--- config.mk ---
export PLATFORM = sky130hd
export DESIGN_NAME = simt_warp_sched
export DESIGN_NICKNAME = d
export VERILOG_FILES = /design/src/rtl/simt_sched_pkg.sv /design/src/rtl/reconv_stack.sv /design/src/rtl/warp_arbiter.sv /design/src/rtl/warp_ctx.sv /design/src/rtl/simt_warp_sched.sv
export SDC_FILE = /design/constraint.sdc
export NUM_CORES = 2
export LEC_CHECK = 0
export BUFFER_PORTS_ARGS = -buffer_cell sky130_fd_sc_hd__buf_2
export CELL_PAD_IN_SITES_DETAIL_PLACEMENT = 0
export CELL_PAD_IN_SITES_GLOBAL_PLACEMENT = 1
export CORE_ASPECT_RATIO = 1.5
export CORE_MARGIN = 1
export CORE_UTILIZATION = 45
export CTS_CLUSTER_SIZE = 30
export DETAILED_ROUTE_END_ITERATION = 8
export GPL_TIMING_DRIVEN = 0
export PLACE_DENSITY = 0.69
export SLEW_MARGIN = 20
export SYNTH_ARGS = -nofsm -noshare
export SYNTH_HDL_FRONTEND = slang
export SYNTH_SLANG_ARGS = --single-unit
--- constraint.sdc ---
create_clock -name clk -period 12.05 [get_ports clk]
set_clock_uncertainty 0.2 [all_clocks]
set_input_delay 0.6025 -clock clk [delete_from_list [all_inputs] [get_ports clk]]
set_output_delay 0.6025 -clock clk [all_outputs]
set_load 0.005 [all_outputs]
--- src/rtl/simt_sched_pkg.sv ---
package simt_sched_pkg;
    typedef enum logic {
        W_RUN  = 1'b0,
        W_WAIT = 1'b1
    } warp_st_e;

    typedef enum logic {
        S_ISSUE = 1'b0,
        S_IDLE  = 1'b1
    } sched_st_e;

    typedef enum logic [1:0] {
        RC_NONE   = 2'd0,
        RC_SWITCH = 2'd1,
        RC_MERGE  = 2'd2
    } rc_act_e;
endpackage

--- src/rtl/reconv_stack.sv ---
module reconv_stack #(
    parameter int LANES = 32,
    parameter int PC_W  = 16,
    parameter int DEPTH = 4
) (
    input  logic             clk,
    input  logic             rst_n,
    input  logic             push,
    input  logic [PC_W-1:0]  push_rc,
    input  logic [PC_W-1:0]  push_pc,
    input  logic [LANES-1:0] push_mask,
    input  logic             swap,
    input  logic [LANES-1:0] swap_mask,
    input  logic             pop,
    output logic [PC_W-1:0]  top_rc,
    output logic [PC_W-1:0]  top_pc,
    output logic [LANES-1:0] top_mask,
    output logic             top_pend,
    output logic             empty,
    output logic             full
);
    localparam int SP_W  = $clog2(DEPTH + 1);
    localparam int IDX_W = (DEPTH > 1) ? $clog2(DEPTH) : 1;

    logic [PC_W-1:0]  rc_q   [DEPTH];
    logic [PC_W-1:0]  pc_q   [DEPTH];
    logic [LANES-1:0] mask_q [DEPTH];
    logic [DEPTH-1:0] pend_q;
    logic [SP_W-1:0]  sp_q;
    logic [IDX_W-1:0] wr_idx;
    logic [IDX_W-1:0] top_idx;

    assign wr_idx  = IDX_W'(sp_q);
    assign top_idx = IDX_W'(sp_q - SP_W'(1));
    assign empty   = (sp_q == '0);
    assign full    = (sp_q == SP_W'(DEPTH));

    assign top_rc   = rc_q[top_idx];
    assign top_pc   = pc_q[top_idx];
    assign top_mask = mask_q[top_idx];
    assign top_pend = pend_q[top_idx];

    always_ff @(posedge clk) begin
        if (!rst_n) begin
            sp_q   <= '0;
            pend_q <= '0;
            for (int i = 0; i < DEPTH; i++) begin
                rc_q[i]   <= '0;
                pc_q[i]   <= '0;
                mask_q[i] <= '0;
            end
        end else if (push) begin
            rc_q[wr_idx]   <= push_rc;
            pc_q[wr_idx]   <= push_pc;
            mask_q[wr_idx] <= push_mask;
            pend_q[wr_idx] <= 1'b1;
            sp_q           <= sp_q + SP_W'(1);
        end else if (pop) begin
            sp_q <= sp_q - SP_W'(1);
        end else if (swap) begin
            mask_q[top_idx] <= swap_mask;
            pend_q[top_idx] <= 1'b0;
        end
    end

    // a push never lands on a full stack
    p_no_overflow_r8: assert property (@(posedge clk) disable iff (!rst_n)
        push |-> !full);
    // a merge only pops a live entry whose pending path already ran
    p_pop_done_r10: assert property (@(posedge clk) disable iff (!rst_n)
        pop |-> (!empty && !top_pend));
    // a switch only happens once per entry
    p_swap_once_r9: assert property (@(posedge clk) disable iff (!rst_n)
        swap |=> !top_pend);
endmodule

--- src/rtl/warp_arbiter.sv ---
module warp_arbiter #(
    parameter int NUM_WARPS = 4,
    parameter int ID_W      = $clog2(NUM_WARPS)
) (
    input  logic                 clk,
    input  logic                 rst_n,
    input  logic [NUM_WARPS-1:0] ready,
    output logic                 grant_valid,
    output logic [ID_W-1:0]      grant_id
);
    logic [ID_W-1:0] last_q;
    logic [ID_W-1:0] cand;

    always_comb begin
        grant_valid = 1'b0;
        grant_id    = '0;
        cand        = '0;
        for (int k = 1; k <= NUM_WARPS; k++) begin
            cand = ID_W'((int'(last_q) + k) % NUM_WARPS);
            if (!grant_valid && ready[cand]) begin
                grant_valid = 1'b1;
                grant_id    = cand;
            end
        end
    end

    always_ff @(posedge clk) begin
        if (!rst_n) begin
            last_q <= ID_W'(NUM_WARPS - 1);
        end else if (grant_valid) begin
            last_q <= grant_id;
        end
    end

    // only a ready warp receives the slot
    p_grant_ready_r2: assert property (@(posedge clk) disable iff (!rst_n)
        grant_valid |-> ready[grant_id]);
    // any ready warp means the slot is filled
    p_no_gap_r4: assert property (@(posedge clk) disable iff (!rst_n)
        (|ready) |-> grant_valid);
endmodule

--- src/rtl/warp_ctx.sv ---
module warp_ctx
    import simt_sched_pkg::*;
#(
    parameter int LANES = 32,
    parameter int PC_W  = 16,
    parameter int DEPTH = 4
) (
    input  logic             clk,
    input  logic             rst_n,
    input  logic             issue_en,
    input  logic             br_valid,
    input  logic [LANES-1:0] br_take,
    input  logic [PC_W-1:0]  br_target,
    input  logic [PC_W-1:0]  br_reconv,
    input  logic             stall_hit,
    input  logic             wake_hit,
    output logic             ready,
    output logic [PC_W-1:0]  pc,
    output logic [LANES-1:0] mask
);
    warp_st_e         st_q, st_d;
    rc_act_e          rc_act;
    logic [PC_W-1:0]  pc_q, pc_d, seq_pc, path_pc;
    logic [LANES-1:0] mask_q, mask_d, taken, fall;
    logic             diverge, push, swap, pop;
    logic [PC_W-1:0]  top_rc, top_pc;
    logic [LANES-1:0] top_mask;
    logic             top_pend, stk_empty, stk_full;

    // readiness state register
    always_ff @(posedge clk) begin
        if (!rst_n) st_q <= W_RUN;
        else        st_q <= st_d;
    end

    always_comb begin
        st_d = st_q;
        unique case (st_q)
            W_RUN:  if (stall_hit) st_d = W_WAIT;
            W_WAIT: if (wake_hit && !stall_hit) st_d = W_RUN;
        endcase
    end

    assign ready = (st_q == W_RUN);

    // branch resolution and reconvergence
    always_comb begin
        seq_pc  = pc_q + PC_W'(1);
        taken   = mask_q & br_take;
        fall    = mask_q & ~br_take;
        diverge = br_valid && (taken != '0) && (fall != '0);
        path_pc = (br_valid && fall == '0) ? br_target : seq_pc;
        rc_act  = RC_NONE;
        if (!diverge && !stk_empty && path_pc == top_rc) begin
            rc_act = top_pend ? RC_SWITCH : RC_MERGE;
        end
    end

    always_comb begin
        pc_d   = pc_q;
        mask_d = mask_q;
        push   = 1'b0;
        swap   = 1'b0;
        pop    = 1'b0;
        if (issue_en) begin
            if (diverge) begin
                push   = 1'b1;
                pc_d   = br_target;
                mask_d = taken;
            end else begin
                unique case (rc_act)
                    RC_NONE: begin
                        pc_d = path_pc;
                    end
                    RC_SWITCH: begin
                        swap   = 1'b1;
                        pc_d   = top_pc;
                        mask_d = top_mask;
                    end
                    RC_MERGE: begin
                        pop    = 1'b1;
                        pc_d   = path_pc;
                        mask_d = mask_q | top_mask;
                    end
                    default: pc_d = path_pc;
                endcase
            end
        end
    end

    always_ff @(posedge clk) begin
        if (!rst_n) begin
            pc_q   <= '0;
            mask_q <= '1;
        end else begin
            pc_q   <= pc_d;
            mask_q <= mask_d;
        end
    end

    assign pc   = pc_q;
    assign mask = mask_q;

    reconv_stack #(.LANES(LANES), .PC_W(PC_W), .DEPTH(DEPTH)) u_stack (
        .clk      (clk),
        .rst_n    (rst_n),
        .push     (push),
        .push_rc  (br_reconv),
        .push_pc  (seq_pc),
        .push_mask(fall),
        .swap     (swap),
        .swap_mask(mask_q),
        .pop      (pop),
        .top_rc   (top_rc),
        .top_pc   (top_pc),
        .top_mask (top_mask),
        .top_pend (top_pend),
        .empty    (stk_empty),
        .full     (stk_full)
    );

    // a parked warp is never issued
    p_issue_ready_r2: assert property (@(posedge clk) disable iff (!rst_n)
        issue_en |-> (st_q == W_RUN));
    // a stall parks the warp in the next cycle
    p_stall_park_r4: assert property (@(posedge clk) disable iff (!rst_n)
        stall_hit |=> !ready);
    // a parked warp stays parked without a wake
    p_wake_needed_r5: assert property (@(posedge clk) disable iff (!rst_n)
        (!ready && !wake_hit) |=> !ready);
    // a warp never runs with every lane masked off
    p_mask_live_r3: assert property (@(posedge clk) disable iff (!rst_n)
        mask_q != '0);
    // divergence is only legal with room on the stack
    p_push_room_r8: assert property (@(posedge clk) disable iff (!rst_n)
        (issue_en && diverge) |-> !stk_full);
    // an unissued warp keeps its PC
    p_hold_pc_r6: assert property (@(posedge clk) disable iff (!rst_n)
        !issue_en |=> $stable(pc_q));
endmodule

--- src/rtl/simt_warp_sched.sv ---
module simt_warp_sched
    import simt_sched_pkg::*;
#(
    parameter int NUM_WARPS   = 4,
    parameter int LANES       = 32,
    parameter int PC_W        = 16,
    parameter int STACK_DEPTH = 4,
    parameter int ID_W        = $clog2(NUM_WARPS)
) (
    input  logic             clk,
    input  logic             rst_n,
    input  logic             br_valid,
    input  logic [LANES-1:0] br_take,
    input  logic [PC_W-1:0]  br_target,
    input  logic [PC_W-1:0]  br_reconv,
    input  logic             stall_valid,
    input  logic [ID_W-1:0]  stall_warp,
    input  logic             wake_valid,
    input  logic [ID_W-1:0]  wake_warp,
    output logic             issue_valid,
    output logic [ID_W-1:0]  issue_warp,
    output logic [PC_W-1:0]  issue_pc,
    output logic [LANES-1:0] issue_mask,
    output logic             idle
);
    logic [NUM_WARPS-1:0] w_ready;
    logic [PC_W-1:0]      w_pc   [NUM_WARPS];
    logic [LANES-1:0]     w_mask [NUM_WARPS];
    logic                 grant_valid;
    logic [ID_W-1:0]      grant_id;
    sched_st_e            sch_st;

    warp_arbiter #(.NUM_WARPS(NUM_WARPS), .ID_W(ID_W)) u_arb (
        .clk        (clk),
        .rst_n      (rst_n),
        .ready      (w_ready),
        .grant_valid(grant_valid),
        .grant_id   (grant_id)
    );

    for (genvar w = 0; w < NUM_WARPS; w++) begin : g_warp
        warp_ctx #(.LANES(LANES), .PC_W(PC_W), .DEPTH(STACK_DEPTH)) u_ctx (
            .clk      (clk),
            .rst_n    (rst_n),
            .issue_en (grant_valid && grant_id == ID_W'(w)),
            .br_valid (br_valid),
            .br_take  (br_take),
            .br_target(br_target),
            .br_reconv(br_reconv),
            .stall_hit(stall_valid && stall_warp == ID_W'(w)),
            .wake_hit (wake_valid && wake_warp == ID_W'(w)),
            .ready    (w_ready[w]),
            .pc       (w_pc[w]),
            .mask     (w_mask[w])
        );
    end

    assign sch_st = grant_valid ? S_ISSUE : S_IDLE;

    always_comb begin
        issue_valid = 1'b0;
        issue_warp  = '0;
        issue_pc    = '0;
        issue_mask  = '0;
        idle        = 1'b0;
        unique case (sch_st)
            S_ISSUE: begin
                issue_valid = 1'b1;
                issue_warp  = grant_id;
                issue_pc    = w_pc[grant_id];
                issue_mask  = w_mask[grant_id];
            end
            S_IDLE: idle = 1'b1;
        endcase
    end

    // idle reflects an empty ready pool
    p_idle_pool_r6: assert property (@(posedge clk) disable iff (!rst_n)
        idle |-> (w_ready == '0));
endmodule

# After elaboration in Yosys (flattened, before gate mapping)
# Memory sizes are Yosys's and may differ from the RTL's.
# Cells that the tools add are included.
[classes] addsub=16 order_cmp=21 n_eq_ne=25 mux=224 n_bitwise=30 n_reduce_logical=117
[op_table] op="2-to-1 mux 32 bit" count=15
[op_table] op="2-to-1 mux 16 bit" count=23
[op_table] op="AND 32 bit" count=8
[op_table] op="one-hot mux 32 bit (2 select lines)" count=4
[op_table] op="nonzero test 32 bit" count=8
[op_table] op="OR reduction 32 bit" count=8
[op_table] op="zero test 32 bit" count=4
[op_table] op="bitwise OR 32 bit" count=4
[op_table] op="OR reduction 16 bit" count=8
[op_table] op="2-to-1 mux 1 bit" count=111
[op_table] op="adder 16 x 1 -> 16 bit, second input constant" count=4
[op_table] op="binary-select mux 32 bit (select 2 bit)" count=1
[op_table] op="== test 16 bit" count=4
[op_table] op="2-to-1 mux 2 bit" count=29
[op_table] op="2-to-1 mux 4 bit" count=12
[op_table] op="logical AND 1 bit" count=47
[op_table] op="less-than comparator 2 x 3 -> 1 bit, second input constant" count=12
[op_table] op="binary-select mux 16 bit (select 2 bit)" count=1
[op_table] op="inverter 32 bit" count=1
[op_table] op="2-to-1 mux 3 bit" count=8
[op_table] op="== test 2 bit, second input constant" count=10
[op_table] op="AND 4 bit" count=4
[op_table] op="binary-select mux 1 bit (select 2 bit)" count=8
[op_table] op="demux 1 bit (select 2 bit)" count=8
[op_table] op="other kinds (19)" count=91
[word_totals] register_bits=226 mem_bits_rw=1024 inputBits=73 output_inout_bits=52 wordCells=466 n_memories=12
[memory_table] name="g_warp[0].u_ctx.u_stack.mask_q" depth=4 width=32 read_ports=1 rd_clocked_by_memory_dff=0 write_ports=4 line_no="reconv_stack.sv:27" rtl="logic [LANES-1:0] mask_q [DEPTH];"
[memory_table] name="g_warp[1].u_ctx.u_stack.mask_q" depth=4 width=32 read_ports=1 rd_clocked_by_memory_dff=0 write_ports=4 line_no="reconv_stack.sv:27"
[memory_table] name="g_warp[2].u_ctx.u_stack.mask_q" depth=4 width=32 read_ports=1 rd_clocked_by_memory_dff=0 write_ports=4 line_no="reconv_stack.sv:27"
[memory_table] name="g_warp[3].u_ctx.u_stack.mask_q" depth=4 width=32 read_ports=1 rd_clocked_by_memory_dff=0 write_ports=4 line_no="reconv_stack.sv:27"
[memory_table] name="g_warp[0].u_ctx.u_stack.pc_q" depth=4 width=16 read_ports=1 rd_clocked_by_memory_dff=0 write_ports=4 line_no="reconv_stack.sv:26" rtl="logic [PC_W-1:0] pc_q [DEPTH];"
[memory_table] name="g_warp[0].u_ctx.u_stack.rc_q" depth=4 width=16 read_ports=1 rd_clocked_by_memory_dff=0 write_ports=4 line_no="reconv_stack.sv:25" rtl="logic [PC_W-1:0] rc_q [DEPTH];"
[memory_table] name="+6 memories"

# Logic depth before layout (Yosys ltp)
[depth] ltp_word=23 mapped_depth=19 mapped_depth_nobuf=13

# Modules after synthesis
# Synthesis repeated with hierarchy kept, for this count alone.
[unflattened] cells_unflattened=5446 hier_area_um2=66726.5
[modules_own_cells] module="reconv_stack (g_warp[0].u_ctx.u_stack ...)" n_inst=2 cells_each=794 area_each_um2=12179.2 seq_area_each_um2=7827.5
[modules_own_cells] module="reconv_stack (g_warp[3].u_ctx.u_stack)" n_inst=1 cells_each=793 area_each_um2=12210.5 seq_area_each_um2=7827.5
[modules_own_cells] module="reconv_stack (g_warp[2].u_ctx.u_stack)" n_inst=1 cells_each=791 area_each_um2=12136.6 seq_area_each_um2=7827.5
[modules_own_cells] module="warp_ctx (g_warp[0].u_ctx ...)" n_inst=3 cells_each=510 area_each_um2=3912.5 seq_area_each_um2=980.9
[modules_own_cells] module="warp_ctx (g_warp[3].u_ctx)" n_inst=1 cells_each=540 area_each_um2=4376.7 seq_area_each_um2=980.9
[modules_own_cells] module="simt_warp_sched" n_inst=1 cells_each=184 area_each_um2=1747.9 seq_area_each_um2=0.0
[modules_own_cells] module="warp_arbiter" n_inst=1 cells_each=20 area_each_um2=158.9 seq_area_each_um2=40.0

# Worst setup path after synthesis
# Ideal clock, no wire load.
[synth_path] path_kind="flip-flop to flip-flop" start="register g_warp[0].u_ctx.u_stack.sp_q[0]" end="memory g_warp[0].u_ctx.u_stack.mask_q[2][0], enable pin" setup_ns=0.466 t_arrival_ns=5.856 required_ns=11.384 slack_ns=5.529 path_stages_with_launch=17 n_path_buf=4 period_less_slack_ns=6.521 path_cell_list="dfxtp_1 > buf_2 > buf_4 > buf_1 > inv_1 > ha_1 > buf_2 > mux2i_1 > mux2i_1 > o2bb2ai_1 > a2111oi_0 > and4b_1 > a31oi_1 > or4_4 > nor3_2 > o21ai_1 > o21ai_0"
[synth_lines] item="start, declared" line_no="reconv_stack.sv:29" rtl="logic [SP_W-1:0] sp_q;"
[synth_lines] item="start signal, assigned" line_no="reconv_stack.sv:57" rtl="sp_q <= sp_q + SP_W'(1);"
[synth_lines] item="start signal, assigned" line_no="reconv_stack.sv:59" rtl="sp_q <= sp_q - SP_W'(1);"
[synth_lines] item="end, declared" line_no="reconv_stack.sv:27"

==> metrics.md <==
| Metric | Value |
|---|---|
| PD cells | 166 nW/um^2 |
| Pin count of the biggest net entering global routing | 33 |
| Top FF cell, synth | edfxtp_1 |
| CP Data Required Time | 12.35 ns |
| Fin area | 69900 um^2 |
| Worst Setup Path Type | reg2reg |
| Gr usage total | 34.9% |
| Die footprint | 139000 um^2 |
| CTS Buf Count | 120 |
| Clk Tree Root Cell | clkbuf_16 |
| Average size of a mapped cell | 11.7 um^2 |
| Syn_nets | 5387 |
| Layout cells sized above 1 | 15.0% |
| First-pass GRT wire length | 342 mm |
| Clock slew at reported path FFs | 0.07 ns |
| Status | finished clean |
| Die height | 457 um |
| Grt ovf | 0 |
| DP Area | 65700 um^2 |
| H-tree Lvls | 3 |
| Vias in the first global route | 46000 |
| Power, Total | 11600 uW |
| Net load switching power | 3610 uW |
| Fillers | 12200 |
| Ys Warns | 0 |
| Post-DRT Antenna Nets | 0 |
| RePlAce Congestion | 1.03 |
| FF+latch count, synth | 1250 |
| Unique masters post-synth | 100 |
| Worst-skew pair later-pin latency | 0.81 ns |
| IO buf count | 102 |
| Drt wl/cell | 33.0 um |
| Pre-Repair DR Iteration Count | 6 |
| Commonest non-fill, non-tap cell in the layout | edfxtp_1 |
| Slew @ Worst Pin | 1.28 ns |
| Core area | 137000 um^2 |
| Clock power share | 34.2% |
| Ports | 125 |
| Setup TNS | 0 ns |
| TritonCTS clock tree | yes |
| CP Launch Type | flop |
| Clock sinks | 1250 |
| Mapped cell area | 62100 um^2 |
| Top cell type by total area after synthesis | edfxtp_1 |
| Yosys top cell area share | 49.5% |
| Crit Path Max Fanout | 17 |
| Worst VDD drop | 143 uV |
| Cells after synthesis | 5290 |
| CTS hold repair buffers | 8 |
| Slew Limit Fails | 0 |
| Max Freq | 0.128 GHz |
| DR vias | 46300 |
| Post-detail-place hpwl | 182 mm |
| Int Pwr | 8020 uW |
| Clk buf depth | 3 |
| Ranking of synthesized cells by area | edfxtp_1, mux4_2, dfxtp_1, nor2_1, and2_1 |
| Final hold violations | 0 |
| Hold Path Class | in2reg |
| Initial Utilization | 45.4% |
| Combinational share of power | 21.1% |
| Register share of total power | 44.8% |
| # setup viols final | 0 |
| Post-CTS Setup Bufs | 0 |
| EDFF count, synth | 1024 |
| Headroom to the max-slew limit | 14.6% |
| Crit path time final | 7.84 ns |
| DRT iter0 DRCs | 5214 |
| Final period utilization | 65.1% |
| Cell leakage power | 0.0259 uW |
| DIE WIDTH | 305 um |
| Antenna violations before repair | 7 |
| Final nets | 5652 |
| Syn-to-layout area delta | 12.6% |
| Crit path capture type | flop |
| Sw frac | 31.1% |
| Worst Path Arrival | 8.14 ns |
| RSZ-0062 raised after global routing | no |
| Asr flop ratio synth | 0% |
| Most frequent cells in the layout | edfxtp_1, nor2_1, inv_1 |
| Vias per cell | 6.23 |
| Post-CTS Resized | 0 |
| Max_cap viols | 0 |
| Detailed Route WL | 245 mm |
| FP Rows | 166 |
| Sequential fraction of the synthesis area | 56.8% |
| DRC Markers | 0 |
| Min Hold Slack | 0.00716 ns |
==> state kept, by name, indices dropped and copies added, names as in the netlist, 4 cells and up <==
name,cells
g_warp.u_ctx.u_stack.pc_q,256
g_warp.u_ctx.st_q,4
g_warp.u_ctx.u_stack.mask_q,512
g_warp.u_ctx.u_stack.sp_q,12
g_warp.u_ctx.mask,128
g_warp.u_ctx.u_stack.pend_q,16
g_warp.u_ctx.pc,64
g_warp.u_ctx.u_stack.rc_q,256
==> final timing paths <==
| check | startpoint | to | slack [ns] | cells after the start |
|---|---|---|---|---|
| min reg2reg | g_warp[3].u_ctx.u_stack.pend_q[1] | g_warp[3].u_ctx.u_stack.pend_q[1] | 0.28 | 2 |
| max reg2reg | g_warp[2].u_ctx.u_stack.sp_q[0] | g_warp[2].u_ctx.u_stack.mask_q[2][25] | 4.21 | 16 |
| max | g_warp[2].u_ctx.u_stack.sp_q[0] | g_warp[2].u_ctx.u_stack.mask_q[2][25] | 4.21 | 16 |
| min | br_reconv[0] | g_warp[3].u_ctx.u_stack.rc_q[0][0] | 0.007 | 2 |
==> final cells by class <==
class	instances	area (um^2)	area share, %
clock buffer	168	3400	4.87
timing repair buffer	143	1340	1.92
multi-input combinational	3302	24000	34.3
buffer	417	1810	2.58
tap	1764	2210	3.16
antenna	2	5.00	0.00716
clock inverter	61	671	0.959
inverter	321	1200	1.72
sequential	1250	35300	50.5
==> worst max-delay path, stage by stage, from the launching register on <==
cell and delay (ns):
dfxtp_1 0.39, buf_2 0.39, buf_4 0.34, buf_1 0.77
inv_1 0.31, ha_1 0.63, buf_2 0.40, clkbuf_1 0.72
mux4_2 0.45, xor2_1 0.18, or3_4 0.39, nor3b_2 0.67
mux2_2 0.34, nand3_1 0.29, buf_2 0.34, nand2_2 0.45
buf_16 0.24
==> power groups by stage <==
stage | Sequential [uW] | Clock (uW) | Combinational [uW]
2_1_floorplan | 5160 | 0 | 1440
3_3_place_gp | 5290 | 0 | 2330
3_5_place_dp | 5290 | 0 | 2400
4_1_cts | 5200 | 4000 | 2410
5_1_grt | 5220 | 4140 | 2560
6_report | 5210 | 3970 | 2450
==> logic make-up after synthesis <==
family                     after synthesis  share of synthesized area [%]
AOI/OAI and AO/OA                     1010                           11.2
xor gates and xnor gates               125                           1.89
adders and majority gates               24                          0.484
buffers and inverters                  738                           4.82
DFF                                   1250                           56.8
muxes                                  329                           10.5
and+or+nand+nor                       1814                           14.2
==> through the flow <==
step / instances / util [%] / setup slack, ns
after detailed placement: 7189 / 48.1 / 4.11
after global routing: 7427 / 51.1 / 3.75
after global placement: 7156 / 47.4 / 1.28
final: 7428 / 51.1 / 4.21
after CTS: 7426 / 51.1 / 4.11
after floorplan: 5290 / - / 5.53
==> synthesized netlist by cell type (all sizes together), types with 49 or more instances <==
master / n
edfxtp: 1024
nor2: 844
inv: 316
clkbuf: 293
and2: 287
mux4: 258
o21ai: 229
dfxtp: 226
nand2: 226
a21oi: 212
buf: 124
and3: 109
o21a: 93
a22oi: 92
a211oi: 91
nand3: 74
o221ai: 67
xnor2: 65
nand4: 58
xor2: 55
nor2b: 54
mux2i: 53
nand2b: 49
==> per-layer routing <==
| metal | part of all wire, % | global-route usage, % |
|---|---|---|
| met2 | 48 | 56.8 |
| met4 | 8.5 | 25.9 |
| met5 | 0.028 | 0 |
| met1 | 37 | 41.5 |
| met3 | 7.1 | 5.98 |
No activity file was read; power rests on OpenSTA's default activity.
